--- config.mk ---
export PLATFORM = sky130hd
export DESIGN_NAME = irq_flag_ctrl
export DESIGN_NICKNAME = d
export VERILOG_FILES = /design/src/rtl/irqc_pkg.sv /design/src/rtl/irqc_flag_bank.sv /design/src/rtl/irqc_arbiter.sv /design/src/rtl/irq_flag_ctrl.sv
export SDC_FILE = /design/constraint.sdc
export NUM_CORES = 1
export LEC_CHECK = 0
export ABC_AREA = 1
export BUFFER_PORTS_ARGS = -buffer_cell sky130_fd_sc_hd__buf_4
export CAP_MARGIN = 20
export CORE_UTILIZATION = 50
export CTS_CLUSTER_SIZE = 10
export DETAILED_ROUTE_END_ITERATION = 10
export HOLD_SLACK_MARGIN = 0.1
export MAX_ROUTING_LAYER = met4
export PLACE_DENSITY = 0.7
export REMOVE_ABC_BUFFERS = 1
export SYNTH_ARGS = -nofsm -noshare
export SYNTH_HDL_FRONTEND = slang
export SYNTH_SLANG_ARGS = --single-unit
--- constraint.sdc ---
create_clock -name clk -period 7.36 [get_ports clk]
set_input_delay 1.472 -clock clk [delete_from_list [all_inputs] [get_ports clk]]
set_output_delay 1.472 -clock clk [all_outputs]
set_load 0.02 [all_outputs]
--- src/rtl/irqc_pkg.sv ---
package irqc_pkg;
  typedef enum logic [1:0] {
    WM_LOAD = 2'd0,
    WM_SET  = 2'd1,
    WM_CLR  = 2'd2,
    WM_NONE = 2'd3
  } wr_mode_e;

  localparam logic [1:0] BANK_REQ  = 2'd0;
  localparam logic [1:0] BANK_MASK = 2'd1;
  localparam logic [1:0] BANK_PRIO = 2'd2;
  localparam int         WORD_W    = 16;
endpackage

--- src/rtl/irqc_flag_bank.sv ---
module irqc_flag_bank #(
  parameter int NUM_SRC = 32,
  parameter int WIDX_W  = 1,
  parameter logic [NUM_SRC-1:0] RST_VAL = '0
) (
  input  logic               clk,
  input  logic               rst,
  input  logic               wr_sel,
  input  logic [WIDX_W-1:0]  wr_word,
  input  logic [1:0]         wr_be,
  input  logic [1:0]         wr_mode,
  input  logic [15:0]        wdata,
  input  logic [NUM_SRC-1:0] hw_set,
  input  logic [NUM_SRC-1:0] hw_clr,
  output logic [NUM_SRC-1:0] q
);
  import irqc_pkg::*;
  localparam int NUM_WORDS = NUM_SRC / WORD_W;

  for (genvar w = 0; w < NUM_WORDS; w++) begin : g_word
    for (genvar b = 0; b < 2; b++) begin : g_byte
      localparam int LO = w * WORD_W + b * 8;
      logic       hit;
      logic [7:0] sw_val;
      logic [7:0] nxt;

      assign hit = wr_sel && (wr_word == WIDX_W'(w)) && wr_be[b];

      always_comb begin
        sw_val = q[LO +: 8];
        if (hit) begin
          case (wr_mode_e'(wr_mode))
            WM_LOAD: sw_val = wdata[b*8 +: 8];
            WM_SET:  sw_val = q[LO +: 8] | wdata[b*8 +: 8];
            WM_CLR:  sw_val = q[LO +: 8] & ~wdata[b*8 +: 8];
            default: sw_val = q[LO +: 8];
          endcase
        end
        // hardware clear first, hardware set last: a new event is never lost
        nxt = (sw_val & ~hw_clr[LO +: 8]) | hw_set[LO +: 8];
      end

      always_ff @(posedge clk) begin
        if (rst) q[LO +: 8] <= RST_VAL[LO +: 8];
        else     q[LO +: 8] <= nxt;
      end
    end
  end
endmodule

--- src/rtl/irqc_arbiter.sv ---
module irqc_arbiter #(
  parameter int NUM_SRC = 32,
  parameter int IDX_W   = 5
) (
  input  logic [NUM_SRC-1:0] pend,
  input  logic [NUM_SRC-1:0] prio,
  output logic               any,
  output logic               any_hi,
  output logic [IDX_W-1:0]   win
);
  logic [NUM_SRC-1:0] hi_pend;
  logic [NUM_SRC-1:0] cand;

  assign hi_pend = pend & prio;
  assign any     = |pend;
  assign any_hi  = |hi_pend;
  assign cand    = any_hi ? hi_pend : pend;

  always_comb begin
    win = '0;
    for (int i = NUM_SRC - 1; i >= 0; i--) begin
      if (cand[i]) win = IDX_W'(i);
    end
  end
endmodule

--- src/rtl/irq_flag_ctrl.sv ---
module irq_flag_ctrl #(
  parameter int NUM_SRC    = 32,
  parameter int SHARED_IDX = 16,
  parameter int NUM_WORDS  = NUM_SRC / 16,
  parameter int WIDX_W     = (NUM_WORDS > 1) ? $clog2(NUM_WORDS) : 1,
  parameter int ADDR_W     = WIDX_W + 2,
  parameter int IDX_W      = $clog2(NUM_SRC)
) (
  input  logic               clk,
  input  logic               rst,
  input  logic [NUM_SRC-1:0] evt_i,
  input  logic               evt_alt_i,
  input  logic               rd_en_i,
  input  logic               wr_en_i,
  input  logic [ADDR_W-1:0]  addr_i,
  input  logic [1:0]         wr_be_i,
  input  logic [1:0]         wr_mode_i,
  input  logic [15:0]        wdata_i,
  output logic [15:0]        rdata_o,
  input  logic               ack_i,
  output logic               irq_o,
  output logic               irq_hi_o,
  output logic [IDX_W-1:0]   vec_o,
  output logic               ack_valid_o,
  output logic [IDX_W-1:0]   ack_idx_o
);
  import irqc_pkg::*;

  logic [1:0]         bank;
  logic [WIDX_W-1:0]  word;
  logic [NUM_SRC-1:0] req_q, mask_q, prio_q;
  logic [NUM_SRC-1:0] req_set, req_clr, pend;
  logic [NUM_SRC-1:0] rd_bank;
  logic [15:0]        rd_word;
  logic               any, any_hi;
  logic [IDX_W-1:0]   win;

  assign bank = addr_i[ADDR_W-1 -: 2];
  assign word = addr_i[WIDX_W-1:0];

  always_comb begin
    req_set = evt_i;
    req_set[SHARED_IDX] = evt_i[SHARED_IDX] | evt_alt_i;
  end

  assign req_clr = (ack_i && any) ? (NUM_SRC'(1) << win) : '0;
  assign pend    = req_q & ~mask_q;

  irqc_flag_bank #(.NUM_SRC(NUM_SRC), .WIDX_W(WIDX_W), .RST_VAL('0)) u_req (
    .clk(clk), .rst(rst), .wr_sel(wr_en_i && bank == BANK_REQ), .wr_word(word),
    .wr_be(wr_be_i), .wr_mode(wr_mode_i), .wdata(wdata_i),
    .hw_set(req_set), .hw_clr(req_clr), .q(req_q));

  irqc_flag_bank #(.NUM_SRC(NUM_SRC), .WIDX_W(WIDX_W), .RST_VAL('1)) u_mask (
    .clk(clk), .rst(rst), .wr_sel(wr_en_i && bank == BANK_MASK), .wr_word(word),
    .wr_be(wr_be_i), .wr_mode(wr_mode_i), .wdata(wdata_i),
    .hw_set('0), .hw_clr('0), .q(mask_q));

  irqc_flag_bank #(.NUM_SRC(NUM_SRC), .WIDX_W(WIDX_W), .RST_VAL('0)) u_prio (
    .clk(clk), .rst(rst), .wr_sel(wr_en_i && bank == BANK_PRIO), .wr_word(word),
    .wr_be(wr_be_i), .wr_mode(wr_mode_i), .wdata(wdata_i),
    .hw_set('0), .hw_clr('0), .q(prio_q));

  irqc_arbiter #(.NUM_SRC(NUM_SRC), .IDX_W(IDX_W)) u_arb (
    .pend(pend), .prio(prio_q), .any(any), .any_hi(any_hi), .win(win));

  always_comb begin
    case (bank)
      BANK_REQ:  rd_bank = req_q;
      BANK_MASK: rd_bank = mask_q;
      BANK_PRIO: rd_bank = prio_q;
      default:   rd_bank = '0;
    endcase
    rd_word = '0;
    for (int w = 0; w < NUM_WORDS; w++) begin
      if (word == WIDX_W'(w)) rd_word = rd_bank[w*16 +: 16];
    end
  end

  always_ff @(posedge clk) begin
    if (rst) begin
      rdata_o     <= '0;
      irq_o       <= 1'b0;
      irq_hi_o    <= 1'b0;
      vec_o       <= '0;
      ack_valid_o <= 1'b0;
      ack_idx_o   <= '0;
    end else begin
      if (rd_en_i) rdata_o <= rd_word;
      irq_o       <= any;
      irq_hi_o    <= any_hi;
      vec_o       <= any ? win : '0;
      ack_valid_o <= ack_i && any;
      if (ack_i && any) ack_idx_o <= win;
    end
  end
endmodule

==> impl_metrics.csv, run 1 <==
group,metric,value,unit
synthesis,synthTopCellsByArea,"dfxtp_1 (32%), a21oi_1 (10%), nand2_1 (8.9%), inv_1 (8.5%), o21ai_0 (6.4%)",
clocking,cts_root_buffer,"clkbuf_16",
route,dr.pass1.iters,6,
timing,slew_viol_final,0,
route,wl_per_cell,19.47,um
clocking,insertion_delay,0.44,ns
route,drtIter0Drc,1068,
clocking,clk_pin_slew,0.07,ns
global_route,antenna_found_initial,0,
synthesis,yosys.cell_types.count,40,
critical_path,path_common_cell,"nand2_1",
status,status,"completed",
clocking,post_cts_buffers,0,
clocking,numCtsBuffers,17,
global_route,grt_pass1_wl,43190,um
critical_path,critPathLaunchType,"flip-flop",
synthesis,yosys.cell_count.top_type,"nand2_1",
layout,seq_area,2502,um^2
global_route,grt.total_usage,0.3686,
synthesis,yosysWarnings,0,
route,routed_wl,27870,um
synthesis,synth_area,7707,um^2
power_and_ir_drop,ir_worst_vdd,0.1733,mV
timing,worst_slew_pin_slew,1.060,ns
layout,multi_input_area,4209,um^2
timing,fmax,260.4,MHz
timing,hold_viol,0,
layout,area_growth,17.65,%
global_route,grt_max_degree,65,
critical_path,critPathKind,"flip-flop to flip-flop",
layout,fillers,1523,
synthesis,ys.flop_type,"dfxtp_1",
route,vias_per_cell,6.054,
floorplanning,die_w,126.2,um
critical_path,cpMaxStageDelayCell,"dfxtp_1",
clocking,cts_tree,"yes",
clocking,hold_buffers,0,
critical_path,r2r_slack,3.52,ns
clocking,h-tree-depth,4,
synthesis,ys_ff_latch,125,
placed_design,dp_hpwl,19560,um
critical_path,slowest_delay,0.34,ns
placed_design,io_buffers,89,
power_and_ir_drop,power.density,203.7,nW/um^2
layout,antenna_cells,0,
job,maxCapViolations,0,
synthesis,synth-seq-area-share,0.3247,
route,drc,0,
floorplanning,core_area,15150,um^2
power_and_ir_drop,p_leak,0.004086,uW
global_route,grt_pass1_vias,7890,
timing,grt_setup_unrepaired,"no",
layout,drive_gt1_frac,0.1632,
route,vias,8670,
synthesis,synth_common_cells,"nand2_1 (183), inv_1 (175), a21oi_1 (154)",
global_route,grt_remaining_overflow,0,
critical_path,cp_data_required_time,7.65,ns
critical_path,critPathArrivalTime,4.13,ns
synthesis,synth.top_cell.area_share,0.3247,
critical_path,path_max_fanout,23,
timing,skew,0.01081,ns
timing,worst_hold_slack,0.4629,ns
route,ant_nets,0,
timing,relSlewSlack,0.2932,
min_path,hold_path_class,"flip-flop to flip-flop",
timing,tns,0,ns
placed_design,place_congestion,0.9945,
floorplanning,die_height,126.2,um
clocking,cts-resized-gates,0,
synthesis,synthCells,1160,
synthesis,async_reset_ff_frac,0,
synthesis,synth_edf_count,0,
synthesis,syn_avg_cell_area,6.644,um^2
timing,fin_crit,3.841,ns
layout,fin_nets,1297,
floorplanning,row_count,45,
clocking,numClockSinks,125,
timing,post-route-period-util,0.5218,
floorplanning,ioPinCount,90,
critical_path,critPathCaptureType,"flip-flop",
floorplanning,start_util,0.5089,
synthesis,synth_largest_area_cell,"dfxtp_1",
clocking,ctsLongestPathBuffers,2,
floorplanning,die_area,15920,um^2
timing,setup_viol,0,
## flip-flops by register name, summed over array words and instances, names as in the netlist
signal	flops
rdata_o	16
ack_valid_o	1
irq_o	1
u_prio.q	32
u_req.q	32
u_mask.q	32
ack_idx_o	5
vec_o	5
irq_hi_o	1
## report_power, final
group	total, uW	internal, uW	switching [uW]
combinational	297	95.6	201
sequential	725	704	20.7
clock	826	484	342
total	1850	1280	564
## per-layer routing
metal	global-route usage	share of wire	vias to the layer above
li1	-	-	4119
met1	0.4991	0.43	3993
met2	0.5275	0.42	475
met3	0.08963	0.11	83
met4	0.1375	0.032	0
met5	-	0	-
## worst max-delay path, delay by kind of cell, from the launching register on
kind                   cells  cell delay [ns]
AOI/OAI and AO/OA          3             0.40
buffers and inverters      2             0.25
DFF                        1             0.34
and+or+nand+nor           36             2.71
## kinds of logic (layout without fill, tap and decap cells)
kind of cell | count (synthesis) | count (layout) | share of synthesized area
and+or+nand+nor | 367 | 367 | 0.2157
DFF | 125 | 125 | 0.3247
AOI/OAI and AO/OA | 408 | 408 | 0.3219
buffers and inverters | 255 | 339 | 0.1295
adders and majority gates | 5 | 5 | 0.008117
## cell usage in the layout, fill, tap and decap left out, drive strengths merged, types with 7 or more instances in the layout
cell,count
clkbuf,20
nand4,11
buf,106
nand3,43
a211oi,16
a221oi,16
o22ai,7
nand2,194
o221ai,55
clkinv,8
o21bai,9
o211ai,16
a31oi,15
inv,200
nor3,9
nor2,106
dfxtp,125
a21oi,157
o21ai,109
## metrics by stage
stage | util | std cells | setup slack, ns | instance area [um^2] | power (uW)
floorplan | - | 1106 | 3.489 | 7463 | 900.5
global placement | 0.5610 | 1400 | 3.449 | 8497 | 1022
detailed placement | 0.5610 | 1400 | 3.363 | 8497 | 1026
CTS | 0.5987 | 1432 | 3.568 | 9067 | 1840
global route | 0.5987 | 1432 | 3.035 | 9067 | 1902
finish | 0.5987 | 1432 | 3.519 | 9067 | 1847
## final cells by class
class,count,share of cell area
clock inverter,12,0.01256
multi-input combinational,780,0.4642
tap,188,0.02594
clock buffer,20,0.05037
inverter,201,0.08321
sequential,125,0.2760
timing repair buffer,106,0.08776
## path summary, 6_finish.rpt
| kind | start | to | cells after the start |
|---|---|---|---|
| min | rdata_o[0] | rdata_o[0] | 2 |
| max reg2reg | u_mask.q[5] | u_req.q[0] | 41 |
| max | u_mask.q[5] | u_req.q[0] | 41 |
| min reg2reg | rdata_o[0] | rdata_o[0] | 2 |
Power figures use the tool's default switching activity.
==> run 2, diff against run 1 <==
Clock period 7.36 ns to 3.8 ns, I/O delays scaled along.
==> impl_metrics.csv, run 2 (synthesized netlist as in run 1, its figures left out) <==
group,metric,value,unit
timing,post-route-period-util,0.9214,
placed_design,dp_hpwl,20190,um
route,vias_per_cell,6.135,
power_and_ir_drop,intPower,2692,uW
critical_path,path_common_cell,"nand2_1",
critical_path,cp.depth,37,
route,vias,8938,
route,drtIter0Drc,1096,
timing,setup_viol,0,
status,status,"completed",
layout,reg_top3,"u_mask.q: 32 flops, u_prio.q: 32 flops, u_req.q: 32 flops",
floorplanning,ioPinCount,90,
timing,hold_viol,0,
power_and_ir_drop,ir_worst_vdd,0.3520,mV
clocking,h-tree-depth,4,
route,drc,0,
job,maxCapViolations,0,
global_route,grt_max_degree,83,
route,ant_nets,0,
critical_path,critPathTopFamily,"simple AND/OR/NAND/NOR gates",
placed_design,dp_cells,1423,
power_and_ir_drop,p_leak,0.004263,uW
min_path,hold_path_depth,2,
clocking,hold_buffers,0,
route,routed_wl,29340,um
layout,antenna_cells,0,
power_and_ir_drop,p_sw_frac,0.2850,
min_path,hold_path_class,"flip-flop to flip-flop",
global_route,grt_remaining_overflow,0,
critical_path,timing.rr.end,"u_req.q[13]",
clocking,insertion_delay,0.43,ns
global_route,grt_pass1_wl,45220,um
layout,layout_common_cells,"inv_1 (171), nand2_1 (162), a21oi_1 (154)",
floorplanning,die_w,126.2,um
timing,worst_slack,0.2988,ns
critical_path,critPathLaunch,"u_prio.q[4]",
critical_path,path_max_fanout,13,
floorplanning,row_count,45,
placed_design,io_buffers,89,
power_and_ir_drop,power_switching,1073,uW
critical_path,slowest_delay,0.35,ns
floorplanning,die_height,126.2,um
timing,relSlewSlack,0.3755,
critical_path,critPathLaunchType,"flip-flop",
power_and_ir_drop,power.density,391.3,nW/um^2
power_and_ir_drop,pwr-share-comb,0.163,
global_route,antenna_found_initial,0,
route,dr.pass1.iters,8,
timing,fin_crit,3.501,ns
layout,fin_nets,1324,
placed_design,pre_cts_ws,0.2094,ns
timing,fmax,285.6,MHz
critical_path,r2r_slack,0.30,ns
floorplanning,core_area,15150,um^2
layout,final_common_cell,"inv_1",
global_route,grt.total_usage,0.3847,
timing,skew,0.008458,ns
critical_path,critPathArrivalTime,3.78,ns
layout,drive_gt1_frac,0.2396,
clocking,ctsLongestPathBuffers,2,
critical_path,r2r_cells,37,
global_route,grt_pass1_vias,8019,
power_and_ir_drop,p_clk_frac,0.463,
critical_path,cp_data_required_time,4.08,ns
critical_path,critPathBufInv,2,
floorplanning,die_area,15920,um^2
timing,grt_setup_unrepaired,"yes",
clocking,cts_root_buffer,"clkbuf_16",
clocking,numClockSinks,125,
critical_path,critPathCaptureType,"flip-flop",
route,wl_per_cell,20.14,um
floorplanning,start_util,0.5089,
placed_design,place_congestion,0.9839,
clocking,cts_tree,"yes",
clocking,clk_pin_slew,0.06,ns
timing,worst_slew_pin_slew,0.9367,ns
power_and_ir_drop,sequentialPowerShare,0.374,
critical_path,r2r_start,"u_prio.q[4]",
critical_path,cpMaxStageDelayCell,"dfxtp_1",
layout,fin_cells,1457,
critical_path,crit_end,"u_req.q[13]",
critical_path,critPathKind,"flip-flop to flip-flop",
timing,tns,0,ns
layout,area_growth,24.85,%
timing,slew_viol_final,0,
clocking,numCtsBuffers,17,
[run 2: worst reg2reg max path: cells and delay by family (launching register included)]
| family | cells | cell delay [ns] |
|---|---|---|
| buffers and inverters | 2 | 0.26 |
| flip-flops | 1 | 0.35 |
| AND/OR/NAND/NOR | 33 | 2.49 |
| AO/OA/AOI/OAI | 2 | 0.25 |
[run 2: worst min-delay path by stage]
stage               slack [ns]            to          from
global placement          0.45   rdata_o[12]   rdata_o[12]
finish                    0.46    rdata_o[3]    rdata_o[3]
global route              0.48   rdata_o[12]   rdata_o[12]
floorplan                 0.46  u_prio.q[10]  u_prio.q[10]
detailed placement        0.46    rdata_o[6]    rdata_o[6]
CTS                       0.47    rdata_o[4]    rdata_o[4]
[run 2: what timing repair did]
item,in CTS,in global routing
gates resized for setup,0,95
endpoints found under the setup margin,0,32
setup buffers,0,4
[run 2: metal layers]
layer  part of all wire  global-route usage
met1               0.42              0.5156
met2               0.43              0.5551
met3               0.12              0.1032
met4              0.028              0.1325
met5                  0                   -
[run 2: cell type report]
class | instances | area, um^2
tap | 188 | 235.2
inverter | 201 | 757.0
clock inverter | 11 | 166.4
fill | 1452 | 5523
sequential | 125 | 2524
multi-input combinational | 780 | 4489
clock buffer | 19 | 452.9
timing repair buffer | 133 | 998.5
[run 2: power by group through the flow]
stage	Clock [uW]	Combinational, uW	Sequential, uW
after floorplan	0	301	1440
after global placement	0	579	1430
after detailed placement	0	579	1430
after CTS	1750	583	1400
after global routing	1820	659	1410
final	1740	614	1410
[run 2: metrics by stage]
step | util | hold slack, ns | cell area, um^2 | power, uW
global route | 0.6354 | 0.4786 | 9623 | 3889
finish | 0.6354 | 0.4633 | 9623 | 3766
detailed placement | 0.5724 | 0.4565 | 8670 | 2008
floorplan | - | 0.4551 | 7463 | 1744
CTS | 0.6133 | 0.4659 | 9289 | 3737
global placement | 0.5724 | 0.4539 | 8670 | 2008
